`src/rtl/txdf_pkg.sv`:
```
package txdf_pkg;

  // descriptor word and field positions (decoded by software)
  localparam int WORD_W     = 32;
  localparam int OWN_BIT    = 31;
  localparam int LAST_BIT   = 30;
  localparam int FIRST_BIT  = 29;
  localparam int CHAIN_BIT  = 24;
  localparam int KEEP_LO    = 17;                 // status bits kept on write-back start here
  localparam int KEEP_W     = OWN_BIT - KEEP_LO;  // bits 30:17
  localparam int DESC_BYTES = 16;

  typedef enum logic [2:0] {
    ST_IDLE,
    ST_RD_STS,
    ST_RD_CTL,
    ST_RD_BUF,
    ST_RD_NXT,
    ST_FRAME,
    ST_WR_STS,
    ST_SUSP
  } engState_t;

  // strobes from control to datapath
  typedef struct packed {
    logic       loadBase;   // current pointer <- list base
    logic       capSts;     // capture status word
    logic       capCtl;     // capture control word
    logic [1:0] capPtr;     // [0] buffer word, [1] next word
    logic       stepNext;   // advance current pointer
    logic [1:0] wordSel;    // word index within descriptor
  } dpStrobe_t;

endpackage

```
`src/rtl/txdf_ctrl.sv`:
```
module txdf_ctrl
  import txdf_pkg::*;
(
  input  logic       clk,
  input  logic       rstN,
  input  logic       txStart,
  input  logic       pollDemand,
  input  logic       memAck,
  input  logic       frmDone,
  input  logic       rdOwn,
  output dpStrobe_t  strobe,
  output logic       memReq,
  output logic       memWe,
  output logic       frmValid,
  output logic       suspended
);

  engState_t state, stateNxt;

  always_ff @(posedge clk or negedge rstN) begin
    if (!rstN) state <= ST_IDLE;
    else       state <= stateNxt;
  end

  always_comb begin
    stateNxt = state;
    strobe   = '0;
    case (state)
      ST_IDLE: begin
        if (txStart) begin
          strobe.loadBase = 1'b1;
          stateNxt        = ST_RD_STS;
        end
      end
      ST_RD_STS: begin
        strobe.wordSel = 2'd0;
        if (memAck) begin
          strobe.capSts = 1'b1;
          stateNxt      = rdOwn ? ST_RD_CTL : ST_SUSP;
        end
      end
      ST_RD_CTL: begin
        strobe.wordSel = 2'd1;
        if (memAck) begin
          strobe.capCtl = 1'b1;
          stateNxt      = ST_RD_BUF;
        end
      end
      ST_RD_BUF: begin
        strobe.wordSel = 2'd2;
        if (memAck) begin
          strobe.capPtr[0] = 1'b1;
          stateNxt         = ST_RD_NXT;
        end
      end
      ST_RD_NXT: begin
        strobe.wordSel = 2'd3;
        if (memAck) begin
          strobe.capPtr[1] = 1'b1;
          stateNxt         = ST_FRAME;
        end
      end
      ST_FRAME: begin
        if (frmDone) stateNxt = ST_WR_STS;
      end
      ST_WR_STS: begin
        strobe.wordSel = 2'd0;
        if (memAck) begin
          strobe.stepNext = 1'b1;
          stateNxt        = txStart ? ST_RD_STS : ST_IDLE;
        end
      end
      ST_SUSP: begin
        if (!txStart)       stateNxt = ST_IDLE;
        else if (pollDemand) stateNxt = ST_RD_STS;
      end
      default: stateNxt = ST_IDLE;
    endcase
  end

  assign memReq    = (state == ST_RD_STS) || (state == ST_RD_CTL) ||
                     (state == ST_RD_BUF) || (state == ST_RD_NXT) ||
                     (state == ST_WR_STS);
  assign memWe     = (state == ST_WR_STS);
  assign frmValid  = (state == ST_FRAME);
  assign suspended = (state == ST_SUSP);

endmodule

```
`src/rtl/txdf_dpath.sv`:
```
module txdf_dpath
  import txdf_pkg::*;
#(
  parameter int ADDR_W = 32,
  parameter int LEN_W  = 11
) (
  input  logic              clk,
  input  logic              rstN,
  input  dpStrobe_t         strobe,
  input  logic              baseWrEn,
  input  logic [ADDR_W-1:0] baseWrData,
  input  logic [WORD_W-1:0] memRData,
  output logic [ADDR_W-1:0] memAddr,
  output logic [WORD_W-1:0] memWData,
  output logic [ADDR_W-1:0] frmAddr,
  output logic [LEN_W-1:0]  frmLen,
  output logic              frmFirst,
  output logic              frmLast,
  output logic              rdOwn
);

  localparam int PTR_N = 2;   // buffer word, next word

  logic [ADDR_W-1:0] baseReg;
  logic [ADDR_W-1:0] curAddr;
  logic [ADDR_W-1:0] ptrReg [PTR_N];
  logic [KEEP_W-1:0] keepReg;
  logic [LEN_W-1:0]  lenReg;
  logic              firstReg, lastReg, chainReg;

  always_ff @(posedge clk or negedge rstN) begin
    if (!rstN)         baseReg <= '0;
    else if (baseWrEn) baseReg <= baseWrData;
  end

  always_ff @(posedge clk or negedge rstN) begin
    if (!rstN)                curAddr <= '0;
    else if (strobe.loadBase) curAddr <= baseReg;
    else if (strobe.stepNext) curAddr <= chainReg ? ptrReg[1]
                                                  : curAddr + ADDR_W'(DESC_BYTES);
  end

  always_ff @(posedge clk or negedge rstN) begin
    if (!rstN)              keepReg <= '0;
    else if (strobe.capSts) keepReg <= memRData[OWN_BIT-1:KEEP_LO];
  end

  always_ff @(posedge clk or negedge rstN) begin
    if (!rstN) begin
      lenReg   <= '0;
      firstReg <= 1'b0;
      lastReg  <= 1'b0;
      chainReg <= 1'b0;
    end else if (strobe.capCtl) begin
      lenReg   <= memRData[LEN_W-1:0];
      firstReg <= memRData[FIRST_BIT];
      lastReg  <= memRData[LAST_BIT];
      chainReg <= memRData[CHAIN_BIT];
    end
  end

  for (genvar g = 0; g < PTR_N; g++) begin : gPtr
    always_ff @(posedge clk or negedge rstN) begin
      if (!rstN)                 ptrReg[g] <= '0;
      else if (strobe.capPtr[g]) ptrReg[g] <= memRData[ADDR_W-1:0];
    end
  end

  assign memAddr  = curAddr + ADDR_W'({strobe.wordSel, 2'b00});
  assign memWData = {1'b0, keepReg, {KEEP_LO{1'b0}}};
  assign frmAddr  = ptrReg[0];
  assign frmLen   = lenReg;
  assign frmFirst = firstReg;
  assign frmLast  = lastReg;
  assign rdOwn    = memRData[OWN_BIT];

endmodule

```
`src/rtl/txdf_engine.sv`:
```
module txdf_engine
  import txdf_pkg::*;
#(
  parameter int ADDR_W = 32,
  parameter int LEN_W  = 11
) (
  input  logic              clk,
  input  logic              rstN,
  input  logic              txStart,
  input  logic              baseWrEn,
  input  logic [ADDR_W-1:0] baseWrData,
  input  logic              pollDemand,
  output logic              memReq,
  output logic              memWe,
  output logic [ADDR_W-1:0] memAddr,
  output logic [WORD_W-1:0] memWData,
  input  logic [WORD_W-1:0] memRData,
  input  logic              memAck,
  output logic              frmValid,
  output logic [ADDR_W-1:0] frmAddr,
  output logic [LEN_W-1:0]  frmLen,
  output logic              frmFirst,
  output logic              frmLast,
  input  logic              frmDone,
  output logic              suspended
);

  dpStrobe_t strobe;
  logic      rdOwn;

  txdf_ctrl uCtrl (
    .clk        (clk),
    .rstN       (rstN),
    .txStart    (txStart),
    .pollDemand (pollDemand),
    .memAck     (memAck),
    .frmDone    (frmDone),
    .rdOwn      (rdOwn),
    .strobe     (strobe),
    .memReq     (memReq),
    .memWe      (memWe),
    .frmValid   (frmValid),
    .suspended  (suspended)
  );

  txdf_dpath #(.ADDR_W(ADDR_W), .LEN_W(LEN_W)) uDpath (
    .clk        (clk),
    .rstN       (rstN),
    .strobe     (strobe),
    .baseWrEn   (baseWrEn),
    .baseWrData (baseWrData),
    .memRData   (memRData),
    .memAddr    (memAddr),
    .memWData   (memWData),
    .frmAddr    (frmAddr),
    .frmLen     (frmLen),
    .frmFirst   (frmFirst),
    .frmLast    (frmLast),
    .rdOwn      (rdOwn)
  );

endmodule

```
`config.mk`:
```
export PLATFORM = sky130hd
export DESIGN_NAME = txdf_engine
export DESIGN_NICKNAME = d
export VERILOG_FILES = /design/src/rtl/txdf_pkg.sv /design/src/rtl/txdf_ctrl.sv /design/src/rtl/txdf_dpath.sv /design/src/rtl/txdf_engine.sv
export SDC_FILE = /design/constraint.sdc
export NUM_CORES = 1
export LEC_CHECK = 0
export ABC_AREA = 1
export BUFFER_PORTS_ARGS = -buffer_cell sky130_fd_sc_hd__buf_4
export CAP_MARGIN = 20
export CORE_UTILIZATION = 40
export DETAILED_ROUTE_END_ITERATION = 10
export PLACE_DENSITY_LB_ADDON = 0.05
export SETUP_SLACK_MARGIN = 0.3
export SLEW_MARGIN = 20
export SYNTH_ARGS = -nofsm -noshare
export SYNTH_HDL_FRONTEND = slang
export SYNTH_HIERARCHICAL = 1
export SYNTH_SLANG_ARGS = --single-unit
```
`constraint.sdc`:
```
create_clock -name clk -period 5.3 [get_ports clk]
set_clock_uncertainty 0.05 [all_clocks]
set_input_delay 0.265 -clock clk [delete_from_list [all_inputs] [get_ports clk]]
set_output_delay 0.265 -clock clk [all_outputs]
set_load 0.01 [all_outputs]
```
Word-level counts from Yosys, hierarchy flattened. Cells that the tools add are included.

Add/subtract/negate cells: 2. Equal/unequal tests: 15. Mux-type cells: 24. Reduce and logical (&&, ||, !) cells: 7.

Operators by type and width (count): $mux 32 (3); $add 32x4->32 (1); $add 32x5->32 const B (1); $mux 3 (10); $pmux 3 s8 (1); $eq 3x3->1 const B (4); $ne 2x2->1 const B (5); $mux 1 (9); $reduce_and 8->1 (1); $eq 3x2->1 const B (2); $pmux 2 s3 (1); $logic_or 1x1->1 (4); $ne 2x1->1 const B (2); $eq 3x1->1 const B (1); $logic_not 3->1 (1); $ne 3x3->1 const B (1); $reduce_bool 2->1 (1).

Register bits after elaboration: 159. Bits of input ports: 71.

Longest topological paths before layout.
Word-level depth: 5. Mapped depth: 11.

Modules after synthesis. Netlist, hierarchy kept.

Modules (own cells, without submodules): txdf_dpath (instances 1, cells an instance 807, area each 7855.0 µm²); txdf_ctrl (instances 1, cells an instance 56, area each 344.1 µm²).

Worst setup path after synthesis. No wires, ideal clock.

Path kind: reg2out. Start: register uCtrl.state[0]. End: output memAddr[26]. Data arrival time: 1861 ps. Data required time: 4985 ps. Slack: 3124 ps. Cell stages (with the launch flop): 12. Buffers on the path: 1. Path through: dfrtp_1 > buf_6 > nor2_2 > nand2_1 > nand2_1 > ha_1 > fa_1 > nand2_1 > inv_1 > nand2_1 > nor3_2 > xor2_1.

RTL lines: start: declaration (line txdf_ctrl.sv:18) `engState_t state, stateNxt;`; start signal: assignment (line txdf_ctrl.sv:22) `else state <= stateNxt;`; end: declaration (line txdf_engine.sv:15) `output logic [ADDR_W-1:0] memAddr,`.

==> flow_metrics.env <==
export IMPL_synth_edf_count=0
export IMPL_status="finished, final reports clean"
export IMPL_critPathRequiredTime_ns=4.99
export IMPL_post_dp_cell_area_mm2=0.00934
export IMPL_grt_setup_unrepaired="false"
export IMPL_hold_viol_final=0
export IMPL_fin_crit_sh=0.633
export IMPL_tns_ns=0
export IMPL_grt_max_degree=71
export IMPL_track_usage=0.209
export IMPL_hpwl_um=15400
export IMPL_cts_sinks=159
export IMPL_ys_types=41
export IMPL_hold_path_class="in2reg"
export IMPL_vias=6201
export IMPL_drt_pass1_iterations=5
export IMPL_ios=184
export IMPL_setup_viol=0
export IMPL_finish_instance_area_mm2=0.0101
export IMPL_dieArea_mm2=0.0211
export IMPL_crit_path_start_kind="register"
export IMPL_tritoncts="built"
export IMPL_cp_max_fo=14
export IMPL_drive_gt1_frac=0.324
export IMPL_worst_setup_path_end_kind="output pin"
export IMPL_ys_warnings_count=6
export IMPL_yosysSeqAreaShare=0.485
export IMPL_grt_ovfl_total=0
export IMPL_leakage_nw=4.75
export IMPL_grt_pass1_vias=6164
export IMPL_avgSynthCellArea_um2=9.50
export IMPL_ctsResizeCount=0
export IMPL_fin_cells=1282
export IMPL_core_area_mm2=0.0202
export IMPL_initial_core_util=0.407
export IMPL_crit_arrival_ns=3.04
export IMPL_routedWlPerCell_um=16.6
export IMPL_antenna_found_initial=0
export IMPL_fill_cells=1979
export IMPL_cts_hold_buf=14
export IMPL_dp_cells=1235
export IMPL_p_per_area_mw_per_mm2=562
export IMPL_peakVddDrop_uv=313
export IMPL_antenna_cells=0
export IMPL_clk_pin_slew_ns=0.07
export IMPL_drtIter0Drc=331
export IMPL_path_class="reg2out"
export IMPL_die_y_um=145
export IMPL_drv_slew=0
export IMPL_gp_congestion=0.902
export IMPL_io_buffers=165
export IMPL_nets=1074
export IMPL_hold_slack_ns=0.0145
export IMPL_rows=52
export IMPL_relSlewSlack=0.323
export IMPL_post_cts_buffers=0
export IMPL_htreeDepth=4
export IMPL_clk_latency_ns=0.43
export IMPL_viasPerCell=4.84
export IMPL_synthFlopType="dfrtp_1"
export IMPL_final_antenna_net_count=0
export IMPL_die_w_um=145
export IMPL_cts_buffers=17
export IMPL_clock_path_buffers=2
export IMPL_min_period_ns=3.35
export IMPL_cts_root_buf="clkbuf_16"
export IMPL_power_mw=5.69
export IMPL_area_growth_pct=23.5
export IMPL_layout_common_cells="168 x buf_4, 168 x nand2_1, 159 x dfrtp_1"
export IMPL_syn_area_mm2=0.00820
export IMPL_grt_pass1_wl_um=34100
export IMPL_synthCells=863
export IMPL_synth_seq_cells=159
export IMPL_drt_wl_total_um=21200
export IMPL_max_freq_mhz=298
export IMPL_tightest_slew_ns=1.01
export IMPL_async_flop_share=1.00
export IMPL_cap_viol_max_count=0
export IMPL_drc=0
flip-flops by register name, indices dropped and copies added (netlist names), 3 cells and up:
| register | flops |
|---|---|
| uDpath/frmLen | 11 |
| uDpath/baseReg | 32 |
| uDpath/keepReg | 14 |
| uDpath/frmAddr | 32 |
| uDpath/ptrReg | 32 |
| uDpath/curAddr | 32 |
| uCtrl/state | 3 |
path summary, 6_finish.rpt:
check                             startpoint            endpoint  slack, ns  cells past startpoint
max                           uCtrl/state[0]         memAddr[26]       1.95                     11
max in group asynchronous               rstN    uDpath/frmLen[8]       3.68                      3
min                           baseWrData[31]  uDpath/baseReg[31]       0.01                      3
min in group asynchronous               rstN  uDpath/baseReg[26]       0.27                      2
max reg2reg                   uCtrl/state[0]  uDpath/curAddr[16]       2.05                      8
min reg2reg                uDpath/frmAddr[6]   uDpath/frmAddr[6]       0.44                      1
Yosys cell counts (2+ instances only):
master | number | area share
nand2_1 | 168 | 0.077
inv_1 | 79 | 0.036
o21ai_0 | 47 | 0.029
o21ai_1 | 7 | 0.0043
o211ai_1 | 3 | 0.0027
dfrtp_1 | 159 | 0.49
buf_1 | 3 | 0.0014
xnor2_1 | 2 | 0.0021
inv_2 | 3 | 0.0014
nor2_2 | 4 | 0.0031
xor2_1 | 22 | 0.024
nand3_1 | 36 | 0.022
mux2_2 | 91 | 0.12
a22oi_1 | 20 | 0.018
ha_1 | 3 | 0.0046
buf_6 | 2 | 0.0027
nor3_1 | 4 | 0.0024
o221ai_1 | 6 | 0.0064
nor2_1 | 52 | 0.024
clkbuf_1 | 10 | 0.0046
a31oi_1 | 2 | 0.0015
nand2_4 | 3 | 0.0041
buf_4 | 54 | 0.049
a21oi_1 | 23 | 0.014
o22ai_1 | 5 | 0.0038
buf_2 | 15 | 0.0092
nand2_2 | 9 | 0.0069
a221oi_1 | 3 | 0.0032
nor2_4 | 11 | 0.015
nand4_1 | 6 | 0.0046
per-stage QoR:
step	utilization	setup slack, ns
2_1_floorplan	-	3.12
3_3_place_gp	0.463	2.12
3_5_place_dp	0.463	2.05
4_1_cts	0.501	1.91
5_1_grt	0.502	1.71
6_report	0.502	1.95
cell families (layout without fill, tap and decap cells):
group,count (synthesis),in the layout,synth area share
flops,159,159,0.485
simple gates,298,298,0.165
compound gates,118,118,0.0848
xor+xnor,24,24,0.0256
mux,92,92,0.126
buf+inv,167,299,0.105
fa+ha+maj,4,4,0.00702
other cells,1,18,0.000457
critical path, cell delays in order (launching register included):
cell and delay (ns):
dfrtp_1 0.48, nor2_2 0.20, nand2_1 0.16, nand2_1 0.12
ha_1 0.19, fa_1 0.52, nand2_1 0.18, inv_1 0.08
nand2_1 0.09, nor3_2 0.26, xor2_1 0.18, buf_4 0.14
metal layers:
metal	track usage	share of wire	vias up
li1	-	-	3043
met1	0.305	0.49	2951
met2	0.314	0.45	196
met3	0.0513	0.056	11
met4	0.0400	0.0057	0
met5	0	0	-
layout make-up:
type / instances / area (um2) / area share
multi-input combinational: 554 / 3440 / 0.340
tap: 270 / 338 / 0.0334
inverter: 83 / 312 / 0.0308
timing repair buffer: 184 / 1430 / 0.141
clock inverter: 14 / 196 / 0.0194
clock buffer: 18 / 429 / 0.0424
sequential: 159 / 3980 / 0.393
where the power goes:
| group | leakage (nW) | internal (mW) | switching, mW |
|---|---|---|---|
| Sequential | 1.92 | 1.72 | 0.429 |
| Clock | 0.302 | 0.724 | 0.573 |
| Combinational | 2.52 | 1.09 | 1.15 |
| Total | 4.75 | 3.53 | 2.16 |
Power figures use the tool's default switching activity.
